--- src/rtl/hbk_pkg.sv ---
package hbk_pkg;

    // Controller phases; gate enables are decoded from the phase alone.
    typedef enum logic [2:0] {
        PH_OFF    = 3'd0,   // disabled or faulted, node undriven
        PH_IDLE   = 3'd1,   // both off, waiting for a start request
        PH_GAP_HI = 3'd2,   // break-before-make before the high side
        PH_HI     = 3'd3,   // high-side switch conducting
        PH_GAP_LO = 3'd4,   // break-before-make before the rectifier
        PH_LO     = 3'd5    // synchronous rectifier conducting
    } phase_e;

    // Synchronised fast-comparator flags.
    typedef struct packed {
        logic ilim;
        logic zc;
    } cmp_t;

    // Output drive set.
    typedef struct packed {
        logic hs;
        logic ls;
        logic hiz;
    } gate_t;

    // Round a time in ns up to whole clock cycles, never below one.
    function automatic int cyc_from_ns(input int ns, input int period_ps);
        int c;
        c = (ns * 1000 + period_ps - 1) / period_ps;
        return (c < 1) ? 1 : c;
    endfunction

    function automatic int max3(input int a, input int b, input int c);
        int m;
        m = (a > b) ? a : b;
        return (m > c) ? m : c;
    endfunction

    // Counter width able to hold values up to and including lim.
    function automatic int cnt_width(input int lim);
        return $clog2(lim + 1) + 1;
    endfunction

endpackage

--- src/rtl/hbk_sync.sv ---
module hbk_sync #(
    parameter int W      = 2,
    parameter int STAGES = 2
) (
    input  logic         clk,
    input  logic         rst,
    input  logic [W-1:0] d,
    output logic [W-1:0] q
);
    logic [W-1:0] pipe [STAGES];

    always_ff @(posedge clk) begin
        if (rst) pipe[0] <= '0;
        else     pipe[0] <= d;
    end

    for (genvar s = 1; s < STAGES; s++) begin : g_stage
        always_ff @(posedge clk) begin
            if (rst) pipe[s] <= '0;
            else     pipe[s] <= pipe[s-1];
        end
    end

    assign q = pipe[STAGES-1];
endmodule

--- src/rtl/hbk_offcnt.sv ---
module hbk_offcnt #(
    parameter int LIMIT = 24,
    parameter int CW    = hbk_pkg::cnt_width(LIMIT)
) (
    input  logic clk,
    input  logic rst,
    input  logic hs_active,
    output logic done
);
    localparam logic [CW-1:0] SAT = CW'(LIMIT);

    logic [CW-1:0] cnt;

    // Counts high-side-off cycles; starts saturated so the first start is free.
    always_ff @(posedge clk) begin
        if (rst)            cnt <= SAT;
        else if (hs_active) cnt <= '0;
        else if (cnt < SAT) cnt <= cnt + 1'b1;
    end

    assign done = (cnt >= SAT);
endmodule

--- src/rtl/hbk_fsm.sv ---
module hbk_fsm
    import hbk_pkg::*;
#(
    parameter int MIN_ON = 27,
    parameter int DEAD   = 2,
    parameter int CW     = hbk_pkg::cnt_width(hbk_pkg::max3(MIN_ON, DEAD, 1))
) (
    input  logic   clk,
    input  logic   rst,
    input  logic   run,
    input  logic   fb_low,
    input  logic   off_done,
    input  cmp_t   cmp,
    output phase_e ph
);
    localparam logic [CW-1:0] ON_LAST   = CW'(MIN_ON - 1);
    localparam logic [CW-1:0] DEAD_LAST = CW'(DEAD - 1);

    phase_e        ph_q, ph_d;
    logic [CW-1:0] cnt_q, cnt_d;
    logic          start_ok;

    assign start_ok = fb_low && off_done;

    always_comb begin
        ph_d  = ph_q;
        cnt_d = cnt_q;
        if (!run) begin
            ph_d  = PH_OFF;
            cnt_d = '0;
        end else begin
            unique case (ph_q)
                PH_OFF: begin
                    ph_d  = PH_IDLE;
                    cnt_d = '0;
                end
                PH_IDLE: begin
                    if (start_ok) begin
                        ph_d  = PH_GAP_HI;
                        cnt_d = '0;
                    end
                end
                PH_GAP_HI: begin
                    if (cnt_q == DEAD_LAST) begin
                        ph_d  = PH_HI;
                        cnt_d = '0;
                    end else begin
                        cnt_d = cnt_q + 1'b1;
                    end
                end
                PH_HI: begin
                    if (cmp.ilim || (cnt_q >= ON_LAST && !fb_low)) begin
                        ph_d  = PH_GAP_LO;
                        cnt_d = '0;
                    end else if (cnt_q < ON_LAST) begin
                        cnt_d = cnt_q + 1'b1;
                    end
                end
                PH_GAP_LO: begin
                    if (cnt_q == DEAD_LAST) begin
                        ph_d  = cmp.zc ? PH_IDLE : PH_LO;
                        cnt_d = '0;
                    end else begin
                        cnt_d = cnt_q + 1'b1;
                    end
                end
                PH_LO: begin
                    cnt_d = '0;
                    if (cmp.zc)        ph_d = PH_IDLE;
                    else if (start_ok) ph_d = PH_GAP_HI;
                end
                default: begin
                    ph_d  = PH_OFF;
                    cnt_d = '0;
                end
            endcase
        end
    end

    always_ff @(posedge clk) begin
        if (rst) begin
            ph_q  <= PH_OFF;
            cnt_q <= '0;
        end else begin
            ph_q  <= ph_d;
            cnt_q <= cnt_d;
        end
    end

    assign ph = ph_q;
endmodule

--- src/rtl/hbk_decode.sv ---
module hbk_decode
    import hbk_pkg::*;
(
    input  phase_e ph,
    output gate_t  g
);
    always_comb begin
        g.hs  = (ph == PH_HI);
        g.ls  = (ph == PH_LO);
        g.hiz = (ph == PH_OFF);
    end
endmodule

--- src/rtl/hbk_ctrl.sv ---
module hbk_ctrl
    import hbk_pkg::*;
#(
    parameter int CLK_PS      = 4000,
    parameter int TON_NS      = 107,
    parameter int TOFF_NS     = 95,
    parameter int DEAD_CYC    = 2,
    parameter int SYNC_STAGES = 2
) (
    input  logic clk,
    input  logic rst,
    input  logic conv_en,
    input  logic therm_flt,
    input  logic fb_low,
    input  logic hs_ilim,
    input  logic ls_zero,
    output logic hs_gate,
    output logic ls_gate,
    output logic sw_hiz
);
    localparam int MIN_ON  = cyc_from_ns(TON_NS, CLK_PS);
    localparam int MIN_OFF = cyc_from_ns(TOFF_NS, CLK_PS);
    localparam int DEAD    = (DEAD_CYC < 1) ? 1 : DEAD_CYC;
    localparam int FSM_CW  = cnt_width(max3(MIN_ON, DEAD, 1));
    localparam int OFF_CW  = cnt_width(MIN_OFF);

    cmp_t   cmp_raw, cmp_q;
    phase_e ph;
    gate_t  g;
    logic   off_done;
    logic   run;
    logic   ilim_q, zc_q;

    assign cmp_raw.ilim = hs_ilim;
    assign cmp_raw.zc   = ls_zero;
    assign run          = conv_en && !therm_flt;

    hbk_sync #(.W($bits(cmp_t)), .STAGES(SYNC_STAGES)) u_sync (
        .clk (clk),
        .rst (rst),
        .d   (cmp_raw),
        .q   (cmp_q)
    );

    hbk_offcnt #(.LIMIT(MIN_OFF), .CW(OFF_CW)) u_off (
        .clk       (clk),
        .rst       (rst),
        .hs_active (ph == PH_HI),
        .done      (off_done)
    );

    hbk_fsm #(.MIN_ON(MIN_ON), .DEAD(DEAD), .CW(FSM_CW)) u_fsm (
        .clk      (clk),
        .rst      (rst),
        .run      (run),
        .fb_low   (fb_low),
        .off_done (off_done),
        .cmp      (cmp_q),
        .ph       (ph)
    );

    hbk_decode u_dec (
        .ph (ph),
        .g  (g)
    );

    assign ilim_q  = cmp_q.ilim;
    assign zc_q    = cmp_q.zc;
    assign hs_gate = g.hs;
    assign ls_gate = g.ls;
    assign sw_hiz  = g.hiz;
endmodule

--- config.mk ---
export PLATFORM = sky130hd
export DESIGN_NAME = hbk_ctrl
export DESIGN_NICKNAME = d
export VERILOG_FILES = /design/src/rtl/hbk_pkg.sv /design/src/rtl/hbk_sync.sv /design/src/rtl/hbk_offcnt.sv /design/src/rtl/hbk_fsm.sv /design/src/rtl/hbk_decode.sv /design/src/rtl/hbk_ctrl.sv
export SDC_FILE = /design/constraint.sdc
export NUM_CORES = 1
export LEC_CHECK = 0
export BUFFER_PORTS_ARGS = -buffer_cell sky130_fd_sc_hd__buf_2
export CAP_MARGIN = 20
export CORE_UTILIZATION = 60
export CTS_CLUSTER_DIAMETER = 30
export DETAILED_ROUTE_END_ITERATION = 7
export PLACE_DENSITY = 0.81
export SLEW_MARGIN = 30
export SYNTH_ARGS = -nofsm -noshare
export SYNTH_HDL_FRONTEND = slang
export SYNTH_SLANG_ARGS = --single-unit
export TNS_END_PERCENT = 30
--- constraint.sdc ---
create_clock -name clk -period 4.2 [get_ports clk]
set_input_delay 0.21 -clock clk [delete_from_list [all_inputs] [get_ports clk]]
set_output_delay 0.21 -clock clk [all_outputs]
set_load 0.01 [all_outputs]
==> results of run 1 <==
==> logic make-up after synthesis <==
logic type	count (synthesis)	share of synthesized area
flip-flops	19	0.376
AND/OR/NAND/NOR	49	0.257
buffers and inverters	10	0.0482
adder cells (fa/ha/maj)	5	0.0618
XOR/XNOR	5	0.0433
AO/OA/AOI/OAI	30	0.214
==> registers in the layout, indices dropped and copies added (netlist names) <==
register	count
u_sync.pipe	4
u_fsm.cnt_q	6
u_off.cnt	6
u_fsm.ph	3
==> where the power goes <==
group,switching (W),leakage [nW],internal [W],total [W]
registers,0.00000197,0.154,0.000183,0.000185
clock network,0.0000615,0.0139,0.0000364,0.0000979
logic,0.00000951,0.248,0.00000803,0.0000175
==> per-stage QoR <==
step	cell area [um2]	cells	util	worst slack, ns
2_1_floorplan	1010	118	-	2.52
3_3_place_gp	1050	139	0.682	2.42
3_5_place_dp	1050	139	0.682	2.39
4_1_cts	1080	143	0.701	2.34
5_1_grt	1080	143	0.701	2.17
6_report	1080	143	0.701	2.32
==> final cells by class <==
cell class | count | area share
Inverter | 6 | 0.0208
Multi-Input combinational cell | 89 | 0.539
Sequential cell | 19 | 0.352
Timing Repair Buffer | 9 | 0.0417
Tap cell | 16 | 0.0185
Clock buffer | 3 | 0.0208
Clock inverter | 1 | 0.00694
==> cells in the final DEF, fill, tap and decap left out, types with 2 or more instances in the layout <==
cell and count:
o21ai_0 6, a21oi_1 7, xnor2_1 3, nand2_1 11
ha_1 5, a211oi_1 3, and2_1 2, a32o_1 3
a21o_1 2, nand3_1 3, clkbuf_4 3, inv_1 6
nor3_1 4, buf_2 9, xor2_1 2, nor2b_1 6
nor4_1 2, o21bai_1 3, dfxtp_1 19, and3_1 2
nor2_1 8, or2_2 2
==> metal layers <==
metal	share of wire	track usage
met1	0.46	0.292
met5	0	0
met4	0.033	0.152
met3	0.044	0.0553
met2	0.46	0.403
==> path summary, 6_finish.rpt <==
check / start / end / cells past startpoint
max reg2reg: u_fsm.cnt_q[1] / u_fsm.ph[1] / 6
min reg2reg: u_sync.pipe[0][1] / u_sync.pipe[1][1] / 1
min: ls_zero / u_sync.pipe[0][0] / 2
max: u_fsm.cnt_q[1] / u_fsm.ph[1] / 6
==> critical path, delay by kind of cell, from the launching register on <==
family | cells | cell delay, ns
buffers and inverters | 1 | 0.10
AND/OR/NAND/NOR | 3 | 0.63
adder cells (fa/ha/maj) | 1 | 0.21
flip-flops | 1 | 0.47
AO/OA/AOI/OAI | 1 | 0.38
==> flow_metrics.tcl, run 1 <==
set metrics [dict create \
    seq_area_frac_synth 0.376 \
    tritoncts "yes" \
    max_freq_mhz 532 \
    cp_slowest_cell "dfxtp_1" \
    async_reset_ff_frac 0 \
    arrival_ns 2.10 \
    cap_violations 0 \
    port_buffers 9 \
    start_util 0.657 \
    rows 14 \
    reg2reg_slack_ns 2.32 \
    status "finished clean" \
    postCtsSetupBuffers 0 \
    relSlewSlack 0.718 \
    worst_slew_pin_slew_ns 0.420 \
    grt_use_total 0.247 \
    avgRoutedWirePerCell_um 14.1 \
    gp_congestion 0.873 \
    timing.final.crit_period_ns 1.88 \
    finalCritPeriodShare 0.447 \
    wl_mm 2.01 \
    yosys_warnings 0 \
    setup_tns_ns 0 \
    core_um2 1540 \
    synth_area_per_cell_um2 8.58 \
    ctsHtreeMaxLevel 1 \
    grt_pass1_vias 772 \
    rsz0062_at_grt "false" \
    start_kind "flop" \
    firstDrtPassIters 4 \
    power_w 0.000300 \
    clk_pin_slew_ns 0.11 \
    grt_pass1_wl_mm 3.31 \
    cp.required_ns 4.42 \
    yosysTopAreaCellShare 0.376 \
    syn_area_um2 1010 \
    p_leak_nw 0.416 \
    cp_max_fo 8 \
    synthFlopType "dfxtp_1" \
    die_w_um 43.1 \
    drc 0 \
    synthDistinctLibCells 37 \
    end_kind "flop" \
    fin_nets 140 \
    syn-num-nets 130 \
    die-area_um2 1860 \
    synth_most_common_cell "dfxtp_1" \
    cts_hold_buffers 0 \
    synthTopCellsByCount "dfxtp_1, nand2_1, nor2_1" \
    syn_to_final_growth_pct 6.80 \
    antenna_found_initial 0 \
    whs_ns 0.0979 \
    worstHoldPathType "primary input to flop" \
    clock-sinks 19 \
    numCtsBuffers 3 \
    drive_gt1_frac 0.142 \
    viasPerCell 6.12 \
    fp.dieH_um 43.1 \
    grt_overflow_total 0 \
    grt_max_degree 13 \
    synthTopCellsByArea "dfxtp_1, ha_1, nand2_1" \
    max-clock-path-buffers 2 \
    clock-skew-final_ns 0.00544 \
    worstSkewPairLatency_ns 0.31 \
    synth_edf_count 0 \
    drtAntennaViolNets 0 \
    vdd_ir_drop_max_mv 0.246 \
    num_vias 875 \
    path_cells "inv_1, ha_1, a211oi_1, nor2_2, or2_2, and3_1" \
    slowest_delay_ns 0.47 \
    synth_seq_cells 19 \
    ios 10 \
    n_fill_cell 128 \
    synthCells 118 \
    antenna_cells 0 \
    crit_type "flop to flop" \
    hold_viol 0 \
    drtIter0Drc 19 \
    clock-root-buffer "clkbuf_4" \
    cts_resized 0 \
    regArea_um2 380 \
    synth_top_area_cell "dfxtp_1" \
    dpl.hpwl_mm 1.31 \
    slew_violations 0 \
    setup_violations 0 \
    multi_input_area_um2 583 \
    p_per_area_nw_per_um2 278 \
]
Note: power is estimated with default switching activity, not from simulation.
==> run 2: changes to the inputs <==
- CORE_UTILIZATION: 60 -> 51
- PLACE_DENSITY: 0.81 -> 0.73
- clock period: 4.2 -> 1.5 ns (I/O delays scaled with it)
==> run 2 against run 1 <==
Against the previous run: the run now ends with negative setup slack left; sequential power grew to 2.8 times the previous value; clock power grew to 2.8 times the previous value; via count grew 9.9%; highest routed layer unchanged.
==> flow_metrics.tcl, run 2 (synthesis gave the netlist of run 1 again) <==
set metrics [dict create \
    regArea_um2 388 \
    cp.required_ns 1.71 \
    rows 15 \
    multi_input_area_um2 644 \
    slew_violations 0 \
    antenna_cells 0 \
    dpl.hpwl_mm 1.67 \
    n_fill_cell 153 \
    clk_pin_slew_ns 0.12 \
    clock-root-buffer "clkbuf_4" \
    start_kind "flop" \
    violations "negative setup slack" \
    drtIter0Drc 23 \
    setup_violations 7 \
    tritoncts "yes" \
    cp_max_fo 3 \
    grt_pass1_vias 842 \
    layout_commonest_cell "buf_4" \
    hold_viol 0 \
    port_buffers 9 \
    numCtsBuffers 3 \
    power_w 0.000860 \
    viasPerCell 5.50 \
    grt_max_degree 13 \
    setup_slack_ns -0.119 \
    avgRoutedWirePerCell_um 13.3 \
    drc 0 \
    reg_top3 "u_fsm.cnt_q: 6 flops, u_off.cnt: 6 flops, u_sync.pipe: 4 flops" \
    use_met3 0.0353 \
    gr-usage-met1 0.314 \
    start_util 0.562 \
    clock-skew-final_ns 0.00595 \
    worstHoldPathType "primary input to flop" \
    vdd_ir_drop_max_mv 0.563 \
    die_w_um 46.6 \
    max_freq_mhz 618 \
    grt_util_met2 0.406 \
    grt_use_total 0.244 \
    fp.dieH_um 46.6 \
    die-area_um2 2170 \
    wl_mm 2.33 \
    cap_violations 0 \
    clock-sinks 19 \
    dp.cells 168 \
    crit_type "flop to flop" \
    final_cells 175 \
    busiest_layer "met2" \
    gp_congestion 0.880 \
    antenna_found_initial 0 \
    rsz0062_at_grt "true" \
    firstDrtPassIters 4 \
    relSlewSlack 0.746 \
    core_um2 1800 \
    finalCritPeriodShare 1.08 \
    ios 10 \
    layout_common_cells "buf_4, dfxtp_1, nand2_1, buf_2, nor2_1" \
    grt_overflow_total 0 \
    worstSkewPairLatency_ns 0.31 \
    fin_nets 163 \
    num_vias 962 \
    drtAntennaViolNets 0 \
    drive_gt1_frac 0.340 \
    p_leak_nw 0.549 \
    max-clock-path-buffers 2 \
    fin_util 0.745 \
    grt_pass1_wl_mm 3.67 \
    timing.final.crit_period_ns 1.62 \
    ctsHtreeMaxLevel 1 \
    arrival_ns 1.83 \
    end_kind "flop" \
    p_per_area_nw_per_um2 641 \
    syn_to_final_growth_pct 32.6 \
    worst_slew_pin_slew_ns 0.376 \
    status "complete, but fails checks" \
]
==> run 2: cell types whose count changed in the layout (fill, tap and decap cells not counted), sizes merged <==
cell and delta:
buf +21, dlygate4sd3 +2
==> run 2: metrics by stage <==
step | instance area [um2] | worst slack (ns) | hold slack, ns | TNS [ns]
after floorplan | 1060 | -0.0642 | 0.147 | -0.211
after global placement | 1250 | -0.0749 | 0.283 | -0.331
after detailed placement | 1250 | -0.142 | 0.290 | -0.594
after CTS | 1330 | -0.132 | 0.0111 | -0.681
after global routing | 1340 | -0.179 | 0.00291 | -1.19
final | 1340 | -0.119 | 0.00945 | -0.501
==> run 2: repair_timing <==
action                                  CTS  global route
hold endpoints to repair                  2             0
setup buffers                             1             0
hold buffers                              2             0
resized for setup                         6             2
gates cloned                              0             0
endpoints found under the setup margin    9             8
pin swaps                                 6             2
==> run 2: area by class of cell <==
class | instances | share of cell area
clock buffer | 3 | 0.0168
timing repair buffer | 32 | 0.169
tap | 25 | 0.0233
sequential | 19 | 0.289
multi-input combinational | 89 | 0.480
clock inverter | 1 | 0.00559
inverter | 6 | 0.0168
==> run 2: final timing paths <==
kind / startpoint / end / slack (ns) / cells after the start
min reg2reg: u_sync.pipe[0][1] / u_sync.pipe[1][1] / 0.46 / 1
min: rst / u_sync.pipe[0][0] / 0.009 / 2
max: u_fsm.cnt_q[3] / u_fsm.cnt_q[3] / -0.12 / 5
max reg2reg: u_fsm.cnt_q[3] / u_fsm.cnt_q[3] / -0.12 / 5
==> run 2: per-layer routing <==
layer	part of all wire	wire [um]
met1	0.48	1110
met2	0.47	1100
met3	0.039	90
met4	0.012	29
met5	0	0
==> run 2: critical path, cell delays in order (launching register included) <==
cell      delay [ns]
dfxtp_1         0.36
nor4_2          0.42
a211oi_4        0.14
o21ai_0         0.24
nand2_1         0.11
a32o_1          0.26
==> run 2: power by group <==
part           leakage [nW]  internal [W]  switching (W)   total, W
combinational         0.379     0.0000357      0.0000338  0.0000695
sequential            0.156      0.000510     0.00000413   0.000514
clock                0.0139      0.000102       0.000175   0.000276
==> run 3: changes to the inputs <==
- SKIP_CTS_REPAIR_TIMING: not set -> 1
==> run 3 against run 2 <==
Against the previous run: the flow still finishes with violations (negative setup slack); register-to-register slack worse by 0.03 ns; design area down 0.19%; sequential power about the same; clock skew fell by 0.0021 ns; worst setup slack got worse by 0.028 ns; hold slack got worse by 0.0014 ns; sequential share of layout area increased by 0.054 points; critical endpoint is now u_fsm.cnt_q[1]; largest cell class unchanged; largest power group unchanged; highest routed layer unchanged.
==> flow_metrics.tcl, run 3 (synthesis gave the netlist of run 1 again) <==
set metrics [dict create \
    crit_family "simple AND/OR/NAND/NOR gates" \
    max_freq_mhz 607 \
    cap_violations 0 \
    worstSkewPairLatency_ns 0.31 \
    antenna_cells 0 \
    numCtsBuffers 3 \
    min_from "rst" \
    place_ws_ns -0.142 \
    slowest_delay_ns 0.39 \
    drc 0 \
    setup_tns_ns -0.740 \
    die_w_um 46.6 \
    max-clock-path-buffers 2 \
    firstDrtPassIters 4 \
    grt_overflow_total 0 \
    clk_pin_slew_ns 0.12 \
    ios 10 \
    grt_pass1_vias 828 \
    num_vias 958 \
    start_util 0.562 \
    path_buf_inv 1 \
    tritoncts "yes" \
    arrival_ns 1.89 \
    layout_common_cells "buf_4, dfxtp_1, nand2_1, buf_2, nor2_1" \
    port_buffers 9 \
    clock-root-buffer "clkbuf_4" \
    fin_util 0.744 \
    cp.required_ns 1.74 \
    die-area_um2 2170 \
    cp_max_fo 6 \
    worst_slew_pin_slew_ns 0.371 \
    viasPerCell 5.47 \
    status "complete, but fails checks" \
    clock-sinks 19 \
    setup_violations 7 \
    r2r_start "u_fsm.cnt_q[1]" \
    start_kind "flop" \
    reg_top3 "u_fsm.cnt_q: 6 flops, u_off.cnt: 6 flops, u_sync.pipe: 4 flops" \
    syn_to_final_growth_pct 32.4 \
    grt_pass1_wl_mm 3.53 \
    drtIter0Drc 28 \
    slew_violations 0 \
    fp.dieH_um 46.6 \
    grt_use_total 0.235 \
    drive_gt1_frac 0.347 \
    antenna_found_initial 0 \
    dpl.hpwl_mm 1.67 \
    path_cells "buf_4, nor3_2, o2111a_4, nor2_4, or3_4, a21oi_2" \
    rsz0062_at_grt "true" \
    timing.final.crit_period_ns 1.65 \
    reg2reg_slack_ns -0.15 \
    end_kind "flop" \
    hold_viol 0 \
    grt_max_degree 13 \
    ff2ff_path_depth 6 \
    gp_congestion 0.880 \
    r2r_end "u_fsm.cnt_q[1]" \
    violations "negative setup slack" \
    vdd_ir_drop_max_mv 0.567 \
    core_um2 1800 \
    clock-skew-final_ns 0.00387 \
    crit_type "flop to flop" \
    whs_endpoint "u_sync.pipe[0][0]" \
    drtAntennaViolNets 0 \
    rows 15 \
    cp_slowest_cell "or3_4" \
    worstHoldPathType "primary input to flop" \
    layout_commonest_cell "buf_4" \
    setup_slack_ns -0.147 \
    p_leak_nw 0.548 \
    relSlewSlack 0.751 \
    p_per_area_nw_per_um2 642 \
    crit_start "u_fsm.cnt_q[1]" \
    worstHoldPathCells 2 \
    ctsHtreeMaxLevel 1 \
    fin_nets 163 \
    wl_mm 2.30 \
    finalCritPeriodShare 1.10 \
    avgRoutedWirePerCell_um 13.1 \
    whs_ns 0.00800 \
]
## run 3: per-layer routing
layer,global-route usage,up-vias,wire [um]
li1,-,483,-
met1,0.303,438,1080
met2,0.389,30,1090
met3,0.0353,7,81
met4,0.0882,0,36
met5,0,-,0
## run 3: worst max path at each step
stage	end	depth (start not counted)	slack, ns
CTS	u_fsm.cnt_q[1]	7	-0.17
global placement	u_fsm.cnt_q[1]	7	-0.07
global route	u_fsm.cnt_q[1]	7	-0.21
floorplan	u_fsm.cnt_q[1]	7	-0.06
detailed placement	u_fsm.cnt_q[1]	6	-0.14
finish	u_fsm.cnt_q[1]	6	-0.15
## run 3: report_power, final
group	leakage, nW	total, W	internal [W]	switching (W)
clock	0.0139	0.000278	0.000102	0.000176
combinational	0.378	0.0000688	0.0000354	0.0000335
sequential	0.156	0.000514	0.000510	0.00000407
total	0.548	0.000861	0.000647	0.000214
## run 3: through the flow
stage	std cells	total power [W]	instance area, um2
global route	175	0.000900	1340
detailed placement	168	0.000589	1250
CTS	172	0.000862	1280
floorplan	118	0.000560	1060
global placement	168	0.000588	1250
finish	175	0.000861	1340
## run 3: area by class of cell
type	count	area (um2)
Fill cell	153	462
Tap cell	25	31.3
Timing Repair Buffer	32	226
Inverter	6	22.5
Clock inverter	1	7.51
Multi-Input combinational cell	89	642
Clock buffer	3	22.5
Sequential cell	19	388
